`src/rtl/fic_pkg.sv`:
```
package fic_pkg;
    typedef enum logic [1:0] {
        SEL_ENABLE = 2'd0,
        SEL_STATUS = 2'd1,
        SEL_MODE   = 2'd2,
        SEL_POL    = 2'd3
    } reg_sel_e;
endpackage

```
`src/rtl/fic_cfg.sv`:
```
module fic_cfg
    import fic_pkg::*;
#(
    parameter int NSRC = 32
) (
    input  logic            clk,
    input  logic            rst_n,
    input  logic [1:0]      addr,
    input  logic [NSRC-1:0] wdata,
    input  logic            we,
    input  logic [NSRC-1:0] stat_view,
    output logic [NSRC-1:0] en_q,
    output logic [NSRC-1:0] mode_q,
    output logic [NSRC-1:0] pol_q,
    output logic [NSRC-1:0] clr,
    output logic [NSRC-1:0] rdata
);
    reg_sel_e sel;
    assign sel = reg_sel_e'(addr);

    always_ff @(posedge clk or negedge rst_n) begin
        if (!rst_n) begin
            en_q   <= '0;
            mode_q <= '0;
            pol_q  <= '1;
        end else if (we) begin
            unique case (sel)
                SEL_ENABLE: en_q   <= wdata;
                SEL_STATUS: ;
                SEL_MODE:   mode_q <= wdata;
                SEL_POL:    pol_q  <= wdata;
            endcase
        end
    end

    assign clr = (we && sel == SEL_STATUS) ? wdata : '0;

    always_comb begin
        unique case (sel)
            SEL_ENABLE: rdata = en_q;
            SEL_STATUS: rdata = stat_view;
            SEL_MODE:   rdata = mode_q;
            SEL_POL:    rdata = pol_q;
        endcase
    end


    enable_load_chk: assert property (@(posedge clk) disable iff (!rst_n)
        (we && sel == SEL_ENABLE) |=> (en_q == $past(wdata)));
endmodule

```
`src/rtl/fic_slice.sv`:
```
module fic_slice (
    input  logic clk,
    input  logic rst_n,
    input  logic src,
    input  logic edge_mode,
    input  logic pol,
    input  logic clr,
    output logic stat
);
    logic src_q;
    logic held_q;
    logic evt;
    logic lvl;
    logic held_d;

    always_comb begin
        evt    = edge_mode & (pol ? (src & ~src_q) : (~src & src_q));
        lvl    = pol ? src : ~src;
        held_d = edge_mode ? ((held_q & ~clr) | evt) : 1'b0;
        stat   = edge_mode ? held_q : lvl;
    end

    always_ff @(posedge clk or negedge rst_n) begin
        if (!rst_n) begin
            src_q  <= 1'b0;
            held_q <= 1'b0;
        end else begin
            src_q  <= src;
            held_q <= held_d;
        end
    end


    sticky_hold_chk: assert property (@(posedge clk) disable iff (!rst_n)
        (edge_mode && held_q && !clr) |=> held_q);


    clear_race_chk: assert property (@(posedge clk) disable iff (!rst_n)
        (edge_mode && clr && evt) |=> held_q);
endmodule

```
`src/rtl/fic_irq.sv`:
```
module fic_irq #(
    parameter int NSRC = 32
) (
    input  logic            clk,
    input  logic            rst_n,
    input  logic [NSRC-1:0] stat,
    input  logic [NSRC-1:0] en,
    output logic            irq
);
    logic any_req;
    assign any_req = |(stat & en);

    always_ff @(posedge clk or negedge rst_n) begin
        if (!rst_n) irq <= 1'b0;
        else        irq <= any_req;
    end


    irq_rise_chk: assert property (@(posedge clk) disable iff (!rst_n)
        any_req |=> irq);


    irq_fall_chk: assert property (@(posedge clk) disable iff (!rst_n)
        !any_req |=> !irq);
endmodule

```
`src/rtl/fic_top.sv`:
```
module fic_top #(
    parameter int N_CHAN    = 4,
    parameter int CH_FLAGS  = 4,
    parameter int N_LINES   = 16,
    localparam int NSRC     = N_CHAN * CH_FLAGS + N_LINES
) (
    input  logic            clk,
    input  logic            rst_n,
    input  logic [1:0]      reg_addr,
    input  logic [NSRC-1:0] reg_wdata,
    input  logic            reg_we,
    output logic [NSRC-1:0] reg_rdata,
    input  logic [NSRC-1:0] src_i,
    output logic            irq_o
);
    logic [NSRC-1:0] en_q;
    logic [NSRC-1:0] mode_q;
    logic [NSRC-1:0] pol_q;
    logic [NSRC-1:0] clr;
    logic [NSRC-1:0] stat;

    fic_cfg #(.NSRC(NSRC)) u_cfg (
        .clk       (clk),
        .rst_n     (rst_n),
        .addr      (reg_addr),
        .wdata     (reg_wdata),
        .we        (reg_we),
        .stat_view (stat),
        .en_q      (en_q),
        .mode_q    (mode_q),
        .pol_q     (pol_q),
        .clr       (clr),
        .rdata     (reg_rdata)
    );

    for (genvar n = 0; n < NSRC; n++) begin : g_src
        fic_slice u_slice (
            .clk       (clk),
            .rst_n     (rst_n),
            .src       (src_i[n]),
            .edge_mode (mode_q[n]),
            .pol       (pol_q[n]),
            .clr       (clr[n]),
            .stat      (stat[n])
        );
    end

    fic_irq #(.NSRC(NSRC)) u_irq (
        .clk   (clk),
        .rst_n (rst_n),
        .stat  (stat),
        .en    (en_q),
        .irq   (irq_o)
    );
endmodule

```
`config.mk`:
```
export PLATFORM = sky130hd
export DESIGN_NAME = fic_top
export DESIGN_NICKNAME = d
export VERILOG_FILES = /design/src/rtl/fic_pkg.sv /design/src/rtl/fic_cfg.sv /design/src/rtl/fic_slice.sv /design/src/rtl/fic_irq.sv /design/src/rtl/fic_top.sv
export SDC_FILE = /design/constraint.sdc
export NUM_CORES = 1
export LEC_CHECK = 0
export BUFFER_PORTS_ARGS = -buffer_cell sky130_fd_sc_hd__buf_2
export CORE_MARGIN = 2
export CORE_UTILIZATION = 51
export DETAILED_ROUTE_END_ITERATION = 8
export PLACE_DENSITY = 0.74
export SLEW_MARGIN = 20
export SYNTH_ARGS = -nofsm -noshare
export SYNTH_HDL_FRONTEND = slang
export SYNTH_SLANG_ARGS = --single-unit
```
`constraint.sdc`:
```
create_clock -name clk -period 1.45 [get_ports clk]
set_input_delay 0.29 -clock clk [delete_from_list [all_inputs] [get_ports clk]]
set_output_delay 0.29 -clock clk [all_outputs]
set_load 0.005 [all_outputs]
```
==> flow_summary.ini, run 1 <==
[routing]
drtPass1Iterations = 5
finalWirelength_um = 25470
drt-wirelength-per-cell_um = 18.43
met1_wirelength_um = 10720
remaining_drc_errors = 0
drt-initial-drc-count = 674
met3_length_um = 1313
wl_met2_um = 12550
dr_total_vias = 7919
avg_vias_per_cell = 5.730
highest-signal-layer = met4
antenna_left = 0

[layout]
n_fill_cell = 1103
n_antenna_cell = 0
post-route-cell-area_um2 = 11990
final_net_count = 1218
share_of_final_layout_standard_cells_stronger_than_drive_strength_1_pct = 44.23
area_growth_syn_to_layout_pct = 39.68

[logic_synthesis]
yosys.cell_types.count = 34
yosysTopAreaCell = dfrtp_1
synth_cells = 856
ranking_of_synthesized_cells_by_area = dfrtp_1 (38%), dfstp_2 (9.8%), mux2_2 (8.4%)
synth-seq-cells = 161
synth_area_um2 = 8587
netlist.area_leader.share_pct = 37.59
number_of_flops_mapped_to_enable_cells_by_yosys = 0
synthesis.nets = 925
ffs_w_async_s_r_synth_pct = 100.0
synth.yosys.seq_area_share_pct = 47.38
post_synth_most_frequent_cells = dfrtp_1 (129), nand2_1 (99), o21ai_0 (94)
synthMostInstantiatedCell = dfrtp_1
post_synth.cell_area_avg_um2 = 10.03
main_synth_ff_type = dfrtp_1
ys_warn_count = 0

[cts]
clockBufferDepth = 2
numClockSinks = 161
clkLatencyLatePin_ns = 0.43
cts-buffers-inserted = 17
clk_pin_slew_ns = 0.07
cts-root-buf = clkbuf_16
tritoncts = yes
ctsHtreeMaxLevel = 4

[worst_hold_path]
min-delay-path-class = in -> reg
launch_point_of_the_worst_hold_path = src_i[19]
hold_end = g_src[19].u_slice.src_q$_DFF_PN0_
whs_path_depth = 1

[power_and_ir_drop]
switching_power_mw = 4.984
internal_power_mw = 10.98
portion_of_total_power_attributed_to_sequential_cells_pct = 38.1
p_sw_share_pct = 31.22
comb_power_share_pct = 32.2
cellLeakagePower_nw = 5.227
clock_group_share_of_total_power_pct = 29.7
ir_worst_vdd_v = 0.001038
power.density_cell_area_nw_per_um2 = 1331

[worst_setup_path]
critical-path-max-stage-delay_ns = 0.55
timing_worst_setup_path_type = reg -> out
r2r-end = u_irq.irq$_DFF_PN0_
worst_r2r_path_depth = 6
critical_path.max_fanout = 5
crit_path_capture_type = output pin
crit_slowest_cell = dfstp_2
worst_r2r_startpoint = u_cfg.mode_q[28]$_DFFE_PN0P_
cp_data_required_time_ns = 1.16
critical_path.cell_chain = buf_6, nor3_2, a21oi_1, o21ai_1, nand2_1, o21ai_2, buf_2
critical_path.startpoint_type = flip-flop
r2r_setup_slack_ns = -0.40
critical_path_arrival_ns = 1.66

[die]
pin_count = 102
fp.dieArea_um2 = 17890
core_area_um2 = 16520
floorplan.die.height_um = 133.8
die_w_um = 133.8
rows = 47
initial_core_util_pct = 51.96

[timing]
tightestPinTransition_ns = 0.4298
setup_slack_ns = -0.5012
slew_headroom_pct = 71.35
timing.final.hold_violations = 0
fin_crit_sh_pct = 134.6
setup_viol_count_final = 33
slew_viols_final = 0
fmaxAchievable_mhz = 512.5
clock_skew_ns = 0.009922
period_minus_slack_ns = 1.951
grt_setup_unrepaired = yes

[placement]
place_worst_setup_slack_ns = -0.2077
gp_congestion = 0.8336
buffer_ports.inserted = 101
dpl_cell_area_um2 = 10250
dp_hpwl_um = 16160

[global_route]
number_of_antenna_violations_at_the_first_check_in_global_routing = 0
grt.total_usage_pct = 28.94
grt_overflow_total = 0
grt_max_degree = 42
grt_first_pass_wirelength_um = 40110
first_global_vias = 7790

[outcome]
result_of_the_run = finished, violations left
failing_checks = setup timing

[flow_run]
max_cap_viol_count = 0
==> layout by cell type, fill, tap and decap left out, drive strengths merged, types with 3 or more instances in the layout <==
cell / n
inv: 3
nand2: 99
buf: 303
o21ai: 97
a21oi: 31
nor3: 31
xor2: 4
nor2: 65
nor3b: 4
clkbuf: 18
nand4: 15
a221oi: 32
clkinv: 6
dfrtp: 129
mux2: 96
xnor2: 28
nand3: 32
mux2i: 32
dfstp: 32
bufinv: 3
nand3b: 29
nor2b: 61
==> power groups by stage <==
stage	clock [mW]	combinational, mW	sequential (mW)
after floorplan	0	1.97	6.09
after global placement	0	3.69	6.08
after detailed placement	0	3.80	6.10
after CTS	4.78	4.73	6.00
after global routing	4.99	5.57	6.18
final	4.73	5.14	6.08
==> worst max-delay path: cells and delay by family, from the launching register on <==
kind,cells,cell delay (ns)
buffers and inverters,2,0.24
flip-flops,1,0.55
AND/OR/NAND/NOR,2,0.13
AO/OA/AOI/OAI,3,0.30
==> through the flow <==
stage	power, mW	setup TNS (ns)	cells	hold slack (ns)	utilization, %
6_report	15.96	-12.96	1382	0.03077	72.58
5_1_grt	16.74	-15.56	1382	0.01297	72.58
4_1_cts	15.51	-12.44	1370	0.004591	70.84
3_5_place_dp	9.902	-12.46	1266	0.2356	62.05
3_3_place_gp	9.764	-9.430	1266	0.2425	62.05
2_1_floorplan	8.057	-0.008287	856	-0.005591	-
==> worst max path at each step <==
| stage | from | to | slack [ns] | cells past startpoint |
|---|---|---|---|---|
| 2_1_floorplan | u_cfg.mode_q[9]$_DFFE_PN0P_ | u_irq.irq$_DFF_PN0_ | -0.008 | 5 |
| 3_3_place_gp | g_src[31].u_slice.held_q$_DFF_PN0_ | u_irq.irq$_DFF_PN0_ | -0.17 | 5 |
| 3_5_place_dp | u_cfg.pol_q[31]$_DFFE_PN1P_ | u_irq.irq$_DFF_PN0_ | -0.21 | 5 |
| 4_1_cts | u_cfg.pol_q[24]$_DFFE_PN1P_ | reg_rdata[24] | -0.46 | 5 |
| 5_1_grt | u_cfg.mode_q[4]$_DFFE_PN0P_ | reg_rdata[4] | -0.59 | 7 |
| 6_report | u_cfg.pol_q[9]$_DFFE_PN1P_ | reg_rdata[9] | -0.50 | 7 |
==> metal layers <==
layer / GRT usage (%) / up-vias
met5: 0 / -
met4: 13.36 / 0
met3: 6.126 / 56
met2: 47.15 / 260
met1: 37.11 / 3917
li1: - / 3686
==> state kept, by name, summed over array words and instances, names as in the netlist <==
register,cells
u_cfg.en_q,32
u_cfg.mode_q,32
g_src.u_slice.held_q,32
g_src.u_slice.src_q,32
u_cfg.pol_q,32
u_irq.irq,1
==> logic make-up (layout without fill, tap and decap cells) <==
logic type                count (synthesis)  count (layout)  synth area share (%)
buffers and inverters                    30             336                 1.792
AOI/OAI and AO/OA                       162             162                 10.93
and+or+nand+nor                         343             343                 20.31
muxes                                   128             128                 16.32
DFF                                     161             161                 47.38
xor gates and xnor gates                 32              32                 3.264
==> repair_timing <==
action                                  in CTS  in global routing
endpoints found under the hold margin       28                  0
gates cloned                                 0                  0
gates resized for setup                    139                 49
setup buffers                               71                 12
pin swaps                                   30                 36
hold buffers                                 1                  0
endpoints found under the setup margin      33                 33
==> final cells by class <==
| type | count | area (um^2) | share of cell area, % |
|---|---|---|---|
| clock buffers | 18 | 439.2 | 3.662 |
| clock inverters | 14 | 178.9 | 1.492 |
| multi-input cells | 665 | 4732 | 39.45 |
| flip-flops and latches | 161 | 4081 | 34.03 |
| well taps | 220 | 275.3 | 2.295 |
| repair buffers | 304 | 2287 | 19.07 |
Note: power is estimated with default switching activity, not from simulation.
==> run 2: changes to the inputs <==
- TNS_END_PERCENT: unset -> 20
==> run 2 against run 1 <==
Net effect: the run still ends with setup timing left; global-route usage is 1.2 points lower; combinational power is 13% lower; critical path depth is 2 lower; routed wire length is 5.3% lower; flip-flop and latch count stayed put; sequential share of layout area is 1.7 points higher; setup slack better by 0.0084 ns; critical path type unchanged; largest power group unchanged.
==> flow_summary.ini, run 2 (synthesis gave the netlist of run 1 again) <==
[cts]
numClockSinks = 161
clockBufferDepth = 2
cts-root-buf = clkbuf_16
cts-buffers-inserted = 17
clkLatencyLatePin_ns = 0.43
ctsHtreeMaxLevel = 4
clk_pin_slew_ns = 0.07
tritoncts = yes

[outcome]
failing_checks = setup timing
result_of_the_run = finished, violations left

[worst_hold_path]
hold_end = g_src[19].u_slice.src_q$_DFF_PN0_
min-delay-path-class = in -> reg
whs_path_depth = 1
launch_point_of_the_worst_hold_path = src_i[19]

[die]
floorplan.die.height_um = 133.8
core_area_um2 = 16520
pin_count = 102
fp.dieArea_um2 = 17890
die_w_um = 133.8
rows = 47
initial_core_util_pct = 51.96

[global_route]
grt_overflow_total = 0
number_of_antenna_violations_at_the_first_check_in_global_routing = 0
grt.total_usage_pct = 27.73
first_global_vias = 7422
grt_max_degree = 42
grt_first_pass_wirelength_um = 38420

[worst_setup_path]
r2r_setup_slack_ns = -0.36
critical_path.max_fanout = 6
critical_path.startpoint_type = flip-flop
timing_worst_setup_path_type = reg -> out
cp_data_required_time_ns = 1.16
r2r-end = u_irq.irq$_DFF_PN0_
crit_path_capture_type = output pin
worst_r2r_startpoint = u_cfg.mode_q[22]$_DFFE_PN0P_
worst_r2r_path_depth = 7
critical_path_arrival_ns = 1.65

[layout]
share_of_final_layout_standard_cells_stronger_than_drive_strength_1_pct = 39.80
post-route-cell-area_um2 = 11430
n_antenna_cell = 0
n_fill_cell = 1198
most_common_library_cell_in_the_layout_ignoring_fill_and_taps = dfrtp_1
area_growth_syn_to_layout_pct = 33.13
layout.cells.most_common_list = dfrtp_1 (119), buf_4 (115), nand2_1 (99), buf_2 (99)
final_net_count = 1164

[placement]
buffer_ports.inserted = 101
gp_congestion = 0.8336
dp_hpwl_um = 16160
place_worst_setup_slack_ns = -0.2077
dpl_cell_area_um2 = 10250

[timing]
clock_skew_ns = 0.008830
grt_setup_unrepaired = yes
timing.final.hold_violations = 0
slew_viols_final = 0
tightestPinTransition_ns = 0.4254
fin_crit_sh_pct = 134.0
setup_slack_ns = -0.4928
fmaxAchievable_mhz = 514.7
period_minus_slack_ns = 1.943
hold-worst-slack_ns = 0.02439
slew_headroom_pct = 71.64
setup_viol_count_final = 33

[routing]
dr_total_vias = 7620
drtPass1Iterations = 6
finalWirelength_um = 24120
remaining_drc_errors = 0
antenna_left = 0
drt-wirelength-per-cell_um = 18.16
avg_vias_per_cell = 5.738
drt-initial-drc-count = 687

[power_and_ir_drop]
power_mw = 15.26
ir_worst_vdd_v = 0.001015
cellLeakagePower_nw = 4.929
power.density_cell_area_nw_per_um2 = 1334

[flow_run]
max_cap_viol_count = 0
run 2: power by group:
part	total (mW)	switching [mW]	internal (mW)
sequential	6.11	0.753	5.35
combinational	4.45	2.03	2.42
clock	4.70	1.92	2.78
total	15.3	4.70	10.6
run 2: layout make-up:
class	instances	area (um^2)	share of cell area, %
Sequential cell	161	4081	35.70
Tap cell	220	275.3	2.408
Multi-Input combinational cell	665	4598	40.22
Clock inverter	14	178.9	1.565
Timing Repair Buffer	250	1859	16.26
Clock buffer	18	439.2	3.842
run 2: how the worst max path moves through the flow:
stage	from	endpoint	slack, ns	cells after the start
final	u_cfg.pol_q[24]$_DFFE_PN1P_	reg_rdata[24]	-0.49	5
after global routing	u_cfg.pol_q[24]$_DFFE_PN1P_	reg_rdata[24]	-0.57	5
after CTS	u_cfg.pol_q[24]$_DFFE_PN1P_	reg_rdata[24]	-0.46	5
after detailed placement	u_cfg.pol_q[31]$_DFFE_PN1P_	u_irq.irq$_DFF_PN0_	-0.21	5
after global placement	g_src[31].u_slice.held_q$_DFF_PN0_	u_irq.irq$_DFF_PN0_	-0.17	5
after floorplan	u_cfg.mode_q[9]$_DFFE_PN0P_	u_irq.irq$_DFF_PN0_	-0.008	5
run 2: per-layer routing:
metal / global-route usage, % / routed length [um] / vias up
met3: 5.632 / 1354 / 55
met1: 36.17 / 10200 / 3735
met2: 44.64 / 11720 / 249
li1: - / - / 3581
met5: 0 / 0 / -
met4: 12.83 / 841 / 0
run 2: worst max-delay path, cell delays in order, from the launching register on:
cell     delay [ns]
dfstp_2        0.40
or3_4          0.33
a21oi_2        0.14
o21ai_1        0.08
o21ai_1        0.13
buf_2          0.15
run 2: what timing repair did:
action	in CTS	in global routing
setup endpoints to repair	33	33
buffers inserted	22	7
endpoints found under the hold margin	28	0
hold buffers	1	0
pin swaps	20	16
resized for setup	117	31
gates cloned	0	0
run 2: per-stage QoR:
stage / cells / setup TNS (ns) / utilization, %
finish: 1328 / -13.03 / 69.18
global route: 1328 / -15.87 / 69.18
CTS: 1321 / -13.11 / 68.28
detailed placement: 1266 / -12.46 / 62.05
global placement: 1266 / -9.430 / 62.05
floorplan: 856 / -0.008287 / -
==> run 3: changes to the inputs <==
- clock period: 1.45 -> 1.6 ns (I/O delays scaled with it)
==> run 3 against run 2 <==
Net effect: the flow still finishes with violations (setup timing); die area unchanged; clock power is 11% lower; sequential power decreased by 7.7%; critical path depth increased by 2; register-to-register slack improved by 0.25 ns; setup slack better by 0.18 ns; global-route usage shrank 0.91 points; cell area is 3.4% lower; critical path type unchanged; largest cell class unchanged.
==> flow_summary.ini, run 3 (synthesis gave the netlist of run 1 again) <==
[outcome]
result_of_the_run = finished, violations left
failing_checks = setup timing

[layout]
multi_input_area_um2 = 4614
share_of_final_layout_standard_cells_stronger_than_drive_strength_1_pct = 38.08
layout.cells.most_common_list = dfrtp_1 (109), nand2_1 (99), buf_2 (99), buf_4 (81)
sequential_cell_area_in_the_final_layout_um2 = 4094
n_fill_cell = 1245
most_common_library_cell_in_the_layout_ignoring_fill_and_taps = dfrtp_1
final_net_count = 1117
post_layout_nonfiller_instances = 1282
area_growth_syn_to_layout_pct = 28.63
finalCoreUtilization_pct = 66.84

[routing]
antenna_left = 0
avg_vias_per_cell = 5.743
drtPass1Iterations = 5
drt-wirelength-per-cell_um = 18.27
drt-initial-drc-count = 517
finalWirelength_um = 23420
dr_total_vias = 7363
remaining_drc_errors = 0

[cts]
cts-buffers-inserted = 17
tritoncts = yes
clockBufferDepth = 2
clkLatencyLatePin_ns = 0.44
cts-root-buf = clkbuf_16
clk_pin_slew_ns = 0.07
numClockSinks = 161
ctsHtreeMaxLevel = 4

[power_and_ir_drop]
ir_worst_vdd_v = 0.0009000
cellLeakagePower_nw = 4.650
power.density_cell_area_nw_per_um2 = 1212

[die]
rows = 47
initial_core_util_pct = 51.96
floorplan.die.height_um = 133.8
fp.dieArea_um2 = 17890
pin_count = 102
core_area_um2 = 16520
die_w_um = 133.8

[timing]
slew_viols_final = 0
fin_crit_sh_pct = 119.3
timing.final.hold_violations = 0
setup_viol_count_final = 33
slew_headroom_pct = 60.29
tns_ns = -8.492
grt_setup_unrepaired = yes
clock_skew_ns = 0.008566
setup_slack_ns = -0.3096
tightestPinTransition_ns = 0.5944
fmaxAchievable_mhz = 523.7
period_minus_slack_ns = 1.910

[worst_setup_path]
cp_data_required_time_ns = 1.28
critical-path-max-stage-delay_ns = 0.40
crit_path_capture_type = output pin
crit_slowest_cell = dfrtp_1
timing_worst_setup_path_type = reg -> out
critical_path.cell_chain = buf_6, nor3_4, a21oi_2, o21ai_1, nand2_1, o21ai_1, buf_2
critical_path.max_fanout = 7
critical_path_arrival_ns = 1.59
cpLargestDelayFamily = flip-flops
critical_path.startpoint_type = flip-flop
critPathBufInv = 2
cpMostUsedCell = o21ai_1

[worst_hold_path]
min-delay-path-class = in -> reg

[global_route]
grt_first_pass_wirelength_um = 37120
grt_max_degree = 41
grt.total_usage_pct = 26.82
grt_overflow_total = 0
first_global_vias = 7193
number_of_antenna_violations_at_the_first_check_in_global_routing = 1

[flow_run]
max_cap_viol_count = 0

[placement]
placed_cells = 1210
dp_hpwl_um = 15840
gp_congestion = 0.8540
buffer_ports.inserted = 101
-- run 3: cell types whose count changed in the layout (fill, tap and decap cells not counted), sizes merged --
cell and change:
clkinv -4, inv +4, bufinv -1, buf -47, diode +1, clkbuf -1, clkinvlp +2
-- run 3: metrics by stage --
step	setup slack, ns	power, mW	hold slack (ns)	instance area [um^2]
2_1_floorplan	0.1067	7.301	0.02441	8587
3_3_place_gp	-0.05867	8.477	0.2458	9833
3_5_place_dp	-0.1337	8.609	0.2542	9833
4_1_cts	-0.3112	13.25	0.04484	10920
5_1_grt	-0.4080	14.06	0.04392	11040
6_report	-0.3096	13.39	0.06766	11050
-- run 3: path summary, 6_finish.rpt --
kind	from	to	slack (ns)	depth (start not counted)
setup / recovery	u_cfg.mode_q[31]$_DFFE_PN0P_	reg_rdata[31]	-0.31	7
hold / removal	src_i[2]	g_src[2].u_slice.src_q$_DFF_PN0_	0.07	1
setup reg to reg	u_cfg.mode_q[15]$_DFFE_PN0P_	u_irq.irq$_DFF_PN0_	-0.11	6
hold reg to reg	u_cfg.en_q[12]$_DFFE_PN0P_	u_cfg.en_q[12]$_DFFE_PN0P_	0.54	1
max in group asynchronous	rst_n	u_cfg.pol_q[29]$_DFFE_PN1P_	0.63	3
min in group asynchronous	rst_n	u_cfg.en_q[14]$_DFFE_PN0P_	0.36	2
-- run 3: where the power goes --
| part | switching (mW) | internal (mW) | total, mW |
|---|---|---|---|
| Sequential | 0.782 | 4.86 | 5.64 |
| Combinational | 1.65 | 1.91 | 3.56 |
| Clock | 1.83 | 2.35 | 4.18 |
| Total | 4.26 | 9.13 | 13.4 |
-- run 3: metal layers --
layer	wire length, um	vias up	track usage [%]
li1	-	3471	-
met1	10090	3630	34.99
met2	11260	218	42.31
met3	1398	44	6.621
met4	680	0	12.35
met5	0	-	0
-- run 3: final cells by class --
cell class / instances / share of cell area (%)
multi-input cells: 665 / 41.78
clock inverters: 15 / 1.597
repair buffers: 203 / 13.20
diodes: 1 / 0.02266
clock buffers: 17 / 3.851
well taps: 220 / 2.492
flip-flops and latches: 161 / 37.06
-- run 3: timing repair --
action / in CTS / in global routing
hold buffers: 1 / 0
buffers inserted: 36 / 2
cloned: 0 / 0
setup endpoints to repair: 33 / 33
hold endpoints to repair: 25 / 0
pin swaps: 10 / 10
resized for setup: 108 / 40
